**config.mk**
```make
export PLATFORM = sky130hd
export DESIGN_NAME = cardclk_divider
export DESIGN_NICKNAME = d
export VERILOG_FILES = /design/src/rtl/cardclk_pkg.sv /design/src/rtl/cardclk_sync.sv /design/src/rtl/cardclk_ctrl.sv /design/src/rtl/cardclk_path.sv /design/src/rtl/cardclk_divider.sv
export SDC_FILE = /design/constraint.sdc
export NUM_CORES = 1
export LEC_CHECK = 0
export BUFFER_PORTS_ARGS = -buffer_cell sky130_fd_sc_hd__buf_4
export CAP_MARGIN = 20
export CORE_MARGIN = 8
export CORE_UTILIZATION = 35
export DETAILED_ROUTE_END_ITERATION = 8
export GPL_ROUTABILITY_DRIVEN = 0
export SLEW_MARGIN = 20
export SYNTH_ARGS = -nofsm -noshare
export SYNTH_HDL_FRONTEND = slang
export SYNTH_HIERARCHICAL = 1
export SYNTH_SLANG_ARGS = --single-unit
```
**constraint.sdc**
```tcl
create_clock -name clkIn -period 2 [get_ports clkIn]
set_input_delay 0.2 -clock clkIn [delete_from_list [all_inputs] [get_ports clkIn]]
set_output_delay 0.2 -clock clkIn [all_outputs]
set_load 0.01 [all_outputs]
```
**src/rtl/cardclk_pkg.sv**
```systemverilog
package cardclk_pkg;
  timeunit 1ns;
  timeprecision 100ps;

  typedef enum logic [1:0] {
    RATIO_1 = 2'd0,
    RATIO_2 = 2'd1,
    RATIO_4 = 2'd2
  } ratio_e;

  // Strobes from the control half to the datapath half.
  typedef struct packed {
    logic   run;    // divider may run
    logic   init;   // load ratio at once (start-up)
    logic   req;    // settled ratio waiting for a clean swap point
    ratio_e ratio;  // ratio to load
  } divStrobe_t;

  function automatic ratio_e pickRatio(input logic altMode, input logic isFast);
    if (altMode) return isFast ? RATIO_1 : RATIO_2;
    return isFast ? RATIO_2 : RATIO_4;
  endfunction

  // Phase count at which the output period ends (output low there).
  function automatic logic [1:0] lastCount(input ratio_e r);
    case (r)
      RATIO_4: return 2'd3;
      RATIO_2: return 2'd1;
      default: return 2'd0;
    endcase
  endfunction

  // Number of phase counts for which the registered output is high.
  function automatic logic [1:0] highCount(input ratio_e r);
    case (r)
      RATIO_4: return 2'd2;
      RATIO_2: return 2'd1;
      default: return 2'd0;
    endcase
  endfunction
endpackage

```
**src/rtl/cardclk_sync.sv**
```systemverilog
module cardclk_sync #(
  parameter int STAGES = 2,
  parameter int WIDTH  = 2
) (
  input  logic             clkIn,
  input  logic             rstN,
  input  logic [WIDTH-1:0] din,
  output logic [WIDTH-1:0] dout
);
  timeunit 1ns;
  timeprecision 100ps;

  logic [STAGES-1:0][WIDTH-1:0] chain;

  always_ff @(posedge clkIn or negedge rstN) begin
    if (!rstN) begin
      chain <= '0;
    end else begin
      chain[0] <= din;
      for (int i = 1; i < STAGES; i++) chain[i] <= chain[i-1];
    end
  end

  assign dout = chain[STAGES-1];
endmodule

```
**src/rtl/cardclk_ctrl.sv**
```systemverilog
module cardclk_ctrl
  import cardclk_pkg::*;
#(
  parameter int   SETTLE_CYCLES = 10,
  parameter int   SYNC_STAGES   = 2,
  parameter logic FAST_LEVEL    = 1'b1
) (
  input  logic       clkIn,
  input  logic       rstN,
  input  logic       ratioSel,
  input  logic       modeAlt,
  input  logic       swapAck,
  output divStrobe_t strb
);
  timeunit 1ns;
  timeprecision 100ps;

  localparam int SW  = $clog2(SETTLE_CYCLES + 1);
  localparam int STW = $clog2(SYNC_STAGES + 1);
  localparam logic [SW-1:0]  SETTLE_LAST = SW'(SETTLE_CYCLES - 1);
  localparam logic [STW-1:0] START_READY = STW'(SYNC_STAGES);

  logic [1:0]     syncOut;
  logic [1:0]     pendCode;
  logic [STW-1:0] startCnt;
  logic [SW-1:0]  settleCnt;
  logic           running;
  logic           initPulse;
  logic           reqPend;
  logic           settling;
  ratio_e         tgtRatio;
  logic           codeChanged;

  cardclk_sync #(.STAGES(SYNC_STAGES), .WIDTH(2)) u_sync (
    .clkIn (clkIn),
    .rstN  (rstN),
    .din   ({modeAlt, ratioSel}),
    .dout  (syncOut)
  );

  function automatic ratio_e decodeCode(input logic [1:0] code);
    return pickRatio(code[1], code[0] == FAST_LEVEL);
  endfunction

  assign codeChanged = running && (syncOut != pendCode);

  always_ff @(posedge clkIn or negedge rstN) begin
    if (!rstN) begin
      startCnt  <= '0;
      settleCnt <= '0;
      running   <= 1'b0;
      initPulse <= 1'b0;
      reqPend   <= 1'b0;
      settling  <= 1'b0;
      pendCode  <= '0;
      tgtRatio  <= RATIO_2;
    end else begin
      initPulse <= 1'b0;
      if (!running) begin
        if (startCnt != START_READY) begin
          startCnt <= startCnt + 1'b1;
        end else begin
          running   <= 1'b1;
          initPulse <= 1'b1;
          pendCode  <= syncOut;
          tgtRatio  <= decodeCode(syncOut);
        end
      end else if (codeChanged) begin
        pendCode  <= syncOut;
        settleCnt <= '0;
        settling  <= 1'b1;
        reqPend   <= 1'b0;
      end else begin
        if (settling) begin
          if (settleCnt == SETTLE_LAST) begin
            settling <= 1'b0;
            reqPend  <= 1'b1;
            tgtRatio <= decodeCode(pendCode);
          end else begin
            settleCnt <= settleCnt + 1'b1;
          end
        end
        if (swapAck) reqPend <= 1'b0;
      end
    end
  end

  assign strb.run   = running;
  assign strb.init  = initPulse;
  assign strb.req   = reqPend;
  assign strb.ratio = tgtRatio;

  // A swap request appears only once a full settle window has run out.
  p_req_after_settle_r3: assert property (@(posedge clkIn) disable iff (!rstN)
    $rose(reqPend) |-> ($past(settling) && $past(settleCnt) == SETTLE_LAST));

  // A fresh code restarts the window and withdraws any waiting request.
  p_restart_window_r4: assert property (@(posedge clkIn) disable iff (!rstN)
    codeChanged |=> (settleCnt == '0 && settling && !reqPend));
endmodule

```
**src/rtl/cardclk_path.sv**
```systemverilog
module cardclk_path
  import cardclk_pkg::*;
(
  input  logic       clkIn,
  input  logic       rstN,
  input  divStrobe_t strb,
  output logic       swapAck,
  output logic       cardClk
);
  timeunit 1ns;
  timeprecision 100ps;

  ratio_e     activeRatio;
  logic [1:0] phaseCnt;
  logic [1:0] nextCnt;
  logic       atTerm;
  logic       outReg;
  logic       gateEn;

  assign atTerm  = (phaseCnt == lastCount(activeRatio));
  assign nextCnt = phaseCnt + 2'd1;
  assign swapAck = strb.run && !strb.init && strb.req && atTerm;

  always_ff @(posedge clkIn or negedge rstN) begin
    if (!rstN) begin
      activeRatio <= RATIO_2;
      phaseCnt    <= '0;
      outReg      <= 1'b0;
    end else if (!strb.run) begin
      phaseCnt <= '0;
      outReg   <= 1'b0;
    end else if (strb.init || swapAck) begin
      activeRatio <= strb.ratio;
      phaseCnt    <= '0;
      outReg      <= (strb.ratio != RATIO_1);
    end else if (atTerm) begin
      phaseCnt <= '0;
      outReg   <= (activeRatio != RATIO_1);
    end else begin
      phaseCnt <= nextCnt;
      outReg   <= (nextCnt < highCount(activeRatio));
    end
  end

  // Enable for the pass-through case moves only while clkIn is low.
  always_ff @(negedge clkIn or negedge rstN) begin
    if (!rstN) gateEn <= 1'b0;
    else       gateEn <= strb.run && (activeRatio == RATIO_1);
  end

  assign cardClk = outReg | (clkIn & gateEn);

  p_swap_low_r5: assert property (@(posedge clkIn) disable iff (!rstN)
    swapAck |-> !outReg);

  p_high_span_r1: assert property (@(posedge clkIn) disable iff (!rstN)
    (outReg && $past(outReg)) |=> !outReg);

  p_gate_div1_r7: assert property (@(posedge clkIn) disable iff (!rstN)
    gateEn |-> (activeRatio == RATIO_1));

  p_idle_low_r6: assert property (@(posedge clkIn) disable iff (!rstN)
    !strb.run |-> (!outReg && !gateEn));
endmodule

```
**src/rtl/cardclk_divider.sv**
```systemverilog
module cardclk_divider #(
  parameter int   SETTLE_CYCLES = 10,
  parameter int   SYNC_STAGES   = 2,
  parameter logic FAST_LEVEL    = 1'b1
) (
  input  logic clkIn,
  input  logic rstN,
  input  logic ratioSel,
  input  logic modeAlt,
  output logic cardClk
);
  timeunit 1ns;
  timeprecision 100ps;

  cardclk_pkg::divStrobe_t strb;
  logic swapAck;

  cardclk_ctrl #(
    .SETTLE_CYCLES (SETTLE_CYCLES),
    .SYNC_STAGES   (SYNC_STAGES),
    .FAST_LEVEL    (FAST_LEVEL)
  ) u_ctrl (
    .clkIn    (clkIn),
    .rstN     (rstN),
    .ratioSel (ratioSel),
    .modeAlt  (modeAlt),
    .swapAck  (swapAck),
    .strb     (strb)
  );

  cardclk_path u_path (
    .clkIn   (clkIn),
    .rstN    (rstN),
    .strb    (strb),
    .swapAck (swapAck),
    .cardClk (cardClk)
  );
endmodule

```
==> metrics.md, run 1 <==
| Metric | Value |
|---|---|
| Final instance area | `1390 µm²` |
| Status | `complete, but fails checks` |
| Final WL | `2020 µm` |
| Initial antenna violation count | `0` |
| Worst path slowest cell | `dfrtn_1` |
| Largest net degree at the start of global routing | `24` |
| Pins Over Slew Limit | `0` |
| Post-Syn Nets | `125` |
| Static leakage power | `0.632 nW` |
| Synth async-reset ratio | `1.00` |
| Buffers and inverters on the worst path | `1` |
| Row count | `21` |
| Crit-path cells | `a21o_1 > buf_6` |
| Clock Skews | `8.09 ps` |
| CTS tree | `built` |
| CP startpoint kind | `flip-flop` |
| Post-synthesis mux area share | `0.0665` |
| Area of the multi-input gates | `548 µm²` |
| Seq/Total Area, Yosys | `0.486` |
| Synth Area in Compound Gates | `0.111` |
| Critical path class | `flip-flop to primary output` |
| Antenna Nets Post-Route | `0` |
| Setup crit end kind | `primary output` |
| # DRC | `0` |
| Max Fanout on Critical Path | `1` |
| Yosys cell types | `35` |
| Worst Path Arrival | `2040 ps` |
| IO Count | `5` |
| Post-synthesis simple-gate area fraction | `0.119` |
| Max Cap Viol | `0` |
| Worst EP required | `1800 ps` |
| Synth Area in XOR/XNOR | `0.0423` |
| Peak VDD IR | `0.000354 V` |
| Placed Area | `1310 µm²` |
| Remaining global-route overflow | `0` |
| Levels on crit path | `2` |
| DIE AREA | `5710 µm²` |
| Final Hold Vio Count | `0` |
| Placed wire-length estimate | `1490 µm` |
| Std-Cell Core Area | `3360 µm²` |
| Layout cells sized above 1 | `0.246` |
| CTS clk-pin slew, worst paths | `130 ps` |
| Synth Flop Type | `dfrtp_1` |
| Die X | `75.6 µm` |
| Worst Hold Class | `input port to asynchronous set/reset pin` |
| Die Height | `75.6 µm` |
| Post-synthesis cell count | `112` |
| IO Port Bufs | `4` |
| Initial drt markers | `21` |
| Clk Latency, worst-skew pair | `420 ps` |
| Synth Cell Area | `1240 µm²` |
| Failing checks | `negative setup slack` |
| Post-CTS setup buffers | `0` |
| First-pass GRT wire length | `3510 µm` |
| Yosys warns | `6` |
| Worst slew pin tran | `361 ps` |
| Drt pass-1 iters | `4` |
| #FFs+latches synth | `24` |
| Number of synthesized flops with an enable pin | `0` |
| RSZ-0062 raised after global routing | `yes` |
| Pwr/cell area | `854 nW/µm²` |
| Vias post-DR | `785` |
| Reg2Reg Depth | `3` |
| Final setup fails | `1` |
| Worst rel slew slack | `0.758` |
| Largest stage delay, worst path | `400 ps` |
| FF+latch area | `603 µm²` |
| ANT cells | `0` |
| Power, Total | `1.19 mW` |
| Final worst setup slack | `-240 ps` |
| Net count reported at finish | `136` |
| Vias per cell | `4.67` |
| Number of global-route vias before repair | `821` |
| Layout fillers | `348` |
| Tot GR Track Use | `0.0832` |
| Avg WL per Cell | `12.0 µm` |
| Area grow syn2layout | `12.2%` |
| Adder-Cell Fraction of Synth Area | `0.0907` |
| Worst path top cell family by delay | `flip-flops` |
| Initial Utilization | `0.369` |
| Largest family of logic cells by synthesized area | `simple AND/OR/NAND/NOR gates` |
| Post-Syn Area per Cell | `11.1 µm²` |
-- cell families after synthesis --
family	after synthesis
AOI/OAI and AO/OA	21
xor gates and xnor gates	6
adders and majority gates	9
buffers and inverters	20
DFF	24
muxes	7
and+or+nand+nor	25
-- final cells by class --
| cell class | instances | share of cell area |
|---|---|---|
| inverters | 13 | 0.0350 |
| well taps | 46 | 0.0413 |
| flip-flops and latches | 24 | 0.433 |
| multi-input cells | 68 | 0.394 |
| clock buffers | 8 | 0.0431 |
| repair buffers | 9 | 0.0539 |
-- worst paths after layout --
kind,startpoint,end,slack (ps)
max in group asynchronous,rstN,u_path/gateEn,890
min reg2reg,u_ctrl/u_sync/chain[0],u_ctrl/u_sync/dout[0],370
max,u_path/gateEn,cardClk,-240
min,rstN,u_ctrl/settleCnt[0],310
max reg2reg,u_path/activeRatio[0],u_path/gateEn,0
min in group clkIn,u_ctrl/u_sync/chain[0],u_ctrl/u_sync/dout[0],370
-- cells in the mapped netlist (3+ instances only) --
master | n | area (µm²)
buf_4 | 6 | 45.0
nand2b_1 | 3 | 18.8
mux2_2 | 6 | 67.6
xor2_1 | 5 | 43.8
or3_1 | 3 | 18.8
nor2_1 | 3 | 11.3
o21ai_0 | 7 | 35.0
inv_1 | 13 | 48.8
dfrtp_1 | 21 | 526
a21oi_1 | 5 | 25.0
ha_1 | 9 | 113
nand2_1 | 5 | 18.8
-- routing by layer --
layer | up-vias | wire length, µm | GRT usage
li1 | 391 | - | -
met1 | 381 | 916 | 0.0920
met2 | 11 | 994 | 0.131
met3 | 2 | 94 | 0.0395
met4 | 0 | 12 | 0.0405
met5 | - | 0 | 0
-- where the power goes --
part | internal (mW) | switching (mW) | total, mW
registers | 0.539 | 0.0394 | 0.578
logic | 0.143 | 0.114 | 0.257
clock network | 0.176 | 0.179 | 0.355
-- cells in the final DEF (no fill, tap or decap) --
cell type      instances
a21o_1                 2
a21oi_1                5
a21oi_2                1
a31oi_1                1
and2_4                 1
and3b_1                1
buf_4                  6
buf_6                  1
clkbuf_1               1
clkbuf_4               6
dfrtn_1                1
dfrtp_1               21
dfstp_2                2
dlygate4sd3_1          3
ha_1                   8
ha_4                   1
inv_1                 12
inv_2                  1
mux2_2                 6
mux2_4                 1
nand2_1                5
nand2_2                1
nand2b_1               3
nand3b_1               1
nor2_1                 3
nor2b_1                1
nor3_1                 1
nor3b_1                2
o21a_1                 1
o21ai_0                7
o21ai_1                1
o221a_1                1
o31ai_1                1
o41ai_2                1
or2_2                  1
or3_1                  3
or4_1                  1
or4_4                  1
xnor2_1                1
xor2_1                 5
-- registers in the layout (all words and copies together) (netlist names) --
name	flops
u_ctrl/u_sync/dout	2
u_ctrl/reqPend	1
u_path/gateEn	1
u_ctrl/startCnt	2
u_path/activeRatio	2
u_path/outReg	1
u_ctrl/tgtRatio	2
u_ctrl/initPulse	1
u_ctrl/u_sync/chain	2
u_ctrl/settling	1
u_ctrl/running	1
u_ctrl/pendCode	2
u_path/phaseCnt	2
u_ctrl/settleCnt	4
-- tightest hold or removal path: stages --
cell and delay (ps):
dlygate4sd3_1 520, buf_4 120, buf_4 290
-- repair_timing --
item / in CTS / in global routing
gates cloned: 0 / 0
gates resized for setup: 1 / 1
setup endpoints to repair: 2 / 2
hold buffers: 3 / 0
hold endpoints to repair: 23 / 0
pin swaps: 0 / 0
-- per-stage QoR --
step                hold WS, ps  setup WS, ps  TNS [ps]  instances  utilization
finish                      308          -240      -240        168        0.414
global route                315          -310      -336        168        0.414
CTS                         307          -256      -262        168        0.413
detailed placement          240          12.7         0        158        0.389
global placement            235          16.9         0        158        0.389
floorplan                 -95.6          15.8         0        112            -
(Power assumes the default switching activity.)
==> run 2, diff against run 1 <==
--- a/config.mk
+++ b/config.mk
@@ -6,8 +6,9 @@
 export NUM_CORES = 1
 export LEC_CHECK = 0
+export ABC_AREA = 1
 export BUFFER_PORTS_ARGS = -buffer_cell sky130_fd_sc_hd__buf_4
 export CAP_MARGIN = 20
 export CORE_MARGIN = 8
-export CORE_UTILIZATION = 35
+export CORE_UTILIZATION = 23
 export DETAILED_ROUTE_END_ITERATION = 8
 export GPL_ROUTABILITY_DRIVEN = 0
==> constraint.sdc (replaced) <==
create_clock -name clkIn -period 2 [get_ports clkIn]
set_input_delay 0.2 -clock clkIn [delete_from_list [all_inputs] [get_ports clkIn]]
set_output_delay 0.2 -clock clkIn [all_outputs]
set_load 0.005 [all_outputs]
==> run 2 against run 1 <==
Compared with the run above: the run still ends with negative setup slack left; clock power grew 47%; area after synthesis up 9.7%; power grew 21%.
==> metrics.md, run 2 <==
| Metric | Value |
|---|---|
| Status | `complete, but fails checks` |
| Failing checks | `negative setup slack` |
| Drt pass-1 iters | `4 (unchanged)` |
| CP startpoint kind | `flip-flop` |
| Yosys warns | `6 (unchanged)` |
| DIE AREA | `8640 µm² (+51%)` |
| Worst Hold Class | `flip-flop to flip-flop` |
| Number of global-route vias before repair | `963 (+17%)` |
| Worst Path Arrival | `2000 ps (-40 ps)` |
| Min Hold Slack | `359 ps (+51.3 ps)` |
| Row count | `28 (+33%)` |
| Reg2Reg Depth | `4 (+1)` |
| CTS tree | `built` |
| Worst slack, placed | `-10.9 ps (-23.6 ps)` |
| RSZ-0062 raised after global routing | `yes` |
| Max Fanout on Critical Path | `1 (unchanged)` |
| Worst rel slew slack | `0.802 (+0.0436)` |
| Synth area leader | `dfrtp_1` |
| Area grow syn2layout | `18.0%` |
| Critical path class | `flip-flop to primary output` |
| Die X | `92.9 µm (+23%)` |
| Clock Skews | `25.5 ps (+17.4 ps)` |
| Most frequent cell after synthesis | `nand2_1` |
| Setup crit end kind | `primary output` |
| Max Cap Viol | `0 (unchanged)` |
| Avg WL per Cell | `8.89 µm (-26%)` |
| Commonest non-fill, non-tap cell in the layout | `nand2_1` |
| Yosys cell types | `22 (-37%)` |
| Std-Cell Core Area | `5820 µm² (+73%)` |
| CTS clk-pin slew, worst paths | `80 ps (-50 ps)` |
| Largest net degree at the start of global routing | `24 (unchanged)` |
| Final worst setup slack | `-197 ps (+43.0 ps)` |
| Most frequent cells in the layout | `54 x nand2_1, 21 x dfrtp_1, 15 x inv_1, 11 x inv_2, 11 x nand3_1` |
| Synth Cell Area | `1360 µm² (+9.7%)` |
| Layout cells sized above 1 | `0.270 (+0.0238)` |
| Vias post-DR | `989 (+26%)` |
| Pins Over Slew Limit | `0 (unchanged)` |
| Initial antenna violation count | `0 (unchanged)` |
| Final Hold Vio Count | `0 (unchanged)` |
| Net count reported at finish | `192 (+41%)` |
| Vias per cell | `3.91 (-16%)` |
| Remaining global-route overflow | `0 (unchanged)` |
| Area contributors post-synth | `dfrtp_1 39%, nand2_1 15%, ha_1 8.3%` |
| First-pass GRT wire length | `3980 µm (+14%)` |
| Placed Area | `1470 µm² (+12%)` |
| Final setup fails | `1 (unchanged)` |
| Number of synthesized flops with an enable pin | `0 (unchanged)` |
| Initial Utilization | `0.234 (-0.135)` |
| Final instance area | `1610 µm² (+15%)` |
| Post-Syn Area per Cell | `8.25 µm² (-26%)` |
| Tot GR Track Use | `0.0594 (-0.0238)` |
| Synth Flop Type | `dfrtp_1` |
| R2R Path End | `u_path/gateEn` |
| IO Count | `5 (unchanged)` |
| Peak VDD IR | `0.000507 V (+43%)` |
| Seq/Total Area, Yosys | `0.443 (-0.0429)` |
| Critical hold path startpoint | `u_ctrl/u_sync/chain[1]` |
| Max reg flops | `4 (unchanged)` |
| Worst slew pin tran | `297 ps (-64.1 ps)` |
| Initial drt markers | `29 (+38%)` |
| Post-synth top cells | `54 x nand2_1, 21 x dfrtp_1, 16 x inv_1` |
| Flop2flop setup slack | `50 ps (+50 ps)` |
| Synth async-reset ratio | `1.00 (unchanged)` |
| Static leakage power | `0.856 nW (+35%)` |
| Placed wire-length estimate | `1610 µm (+7.9%)` |
| Hold path depth | `0` |
| Worst EP required | `1800 ps (about the same)` |
| #FFs+latches synth | `24 (unchanged)` |
| Antenna Nets Post-Route | `0 (unchanged)` |
| IO Port Bufs | `4 (unchanged)` |
| Worst R2R Start | `u_path/activeRatio[0]` |
| ANT cells | `0 (unchanged)` |
| # DRC | `0 (unchanged)` |
| Post-synthesis cell count | `165 (+47%)` |
| Clk Latency, worst-skew pair | `390 ps (-30 ps)` |
| Pwr/cell area | `894 nW/µm² (+4.7%)` |
| Reg with most FFs | `u_ctrl/settleCnt` |
| Top cell type's share of synthesized area | `0.386 (-0.0374)` |
| Worst hold endpoint | `u_ctrl/u_sync/dout[1]` |
| Die Height | `92.9 µm (+23%)` |
| Post-Syn Nets | `178 (+42%)` |
| Utilization after layout | `0.276 (-0.138)` |
| Final WL | `2250 µm (+11%)` |
-- run 2: worst max-delay path by stage --
stage                           from             to  slack [ps]  depth (start not counted)
6_report               u_path/gateEn        cardClk        -200                          2
5_1_grt                u_path/gateEn        cardClk        -260                          2
4_1_cts                u_path/gateEn        cardClk        -210                          2
3_5_place_dp   u_path/activeRatio[0]  u_path/gateEn         -10                          4
3_3_place_gp   u_path/activeRatio[0]  u_path/gateEn           5                          4
2_1_floorplan  u_path/activeRatio[0]  u_path/gateEn         0.9                          4
-- run 2: final cells by class --
cell class,count,area (µm²)
Clock buffer,8,108
Fill cell,637,4210
Inverter,26,97.6
Multi-Input combinational cell,109,614
Sequential cell,24,603
Tap cell,75,93.8
Timing Repair Buffer,11,90.1
-- run 2: report_power, final --
part	internal (mW)	switching [mW]
registers	0.543	0.0467
clock network	0.333	0.188
logic	0.142	0.183
-- run 2: logic make-up (layout without fill, tap and decap cells) --
group / count (synthesis) / after routing / share of synthesized area
flops: 24 / 24 / 0.443
fa+ha+maj: 9 / 9 / 0.0827
simple gates: 90 / 90 / 0.308
xor+xnor: 4 / 4 / 0.0257
compound gates: 6 / 6 / 0.0331
buf+inv: 32 / 45 / 0.108
-- run 2: metal layers --
layer	vias up	wire length [µm]	share of wire	GRT usage
li1	516	-	-	-
met1	458	1060	0.47	0.0643
met2	9	1060	0.47	0.0905
met3	6	66	0.029	0.0194
met4	0	63	0.028	0.0550
met5	-	0	0	0
-- run 2: through the flow --
| stage | total power, mW | instances | setup TNS (ps) |
|---|---|---|---|
| after floorplan | 0.860 | 165 | 0 |
| after global placement | 0.947 | 242 | 0 |
| after detailed placement | 0.951 | 242 | -10.9 |
| after CTS | 1.46 | 252 | -210 |
| after global routing | 1.55 | 253 | -261 |
| final | 1.44 | 253 | -197 |
-- run 2: repair_timing --
action / 4_1_cts / 5_1_grt
setup buffers: 0 / 1
hold buffers: 3 / 0
pin swaps: 0 / 1
resized for setup: 2 / 1
setup endpoints to repair: 2 / 2
endpoints found under the hold margin: 23 / 0
-- run 2: worst max-delay path: stages (launching register included) --
cell and delay, ps:
dfrtn_1 330, a21o_1 160, buf_6 110
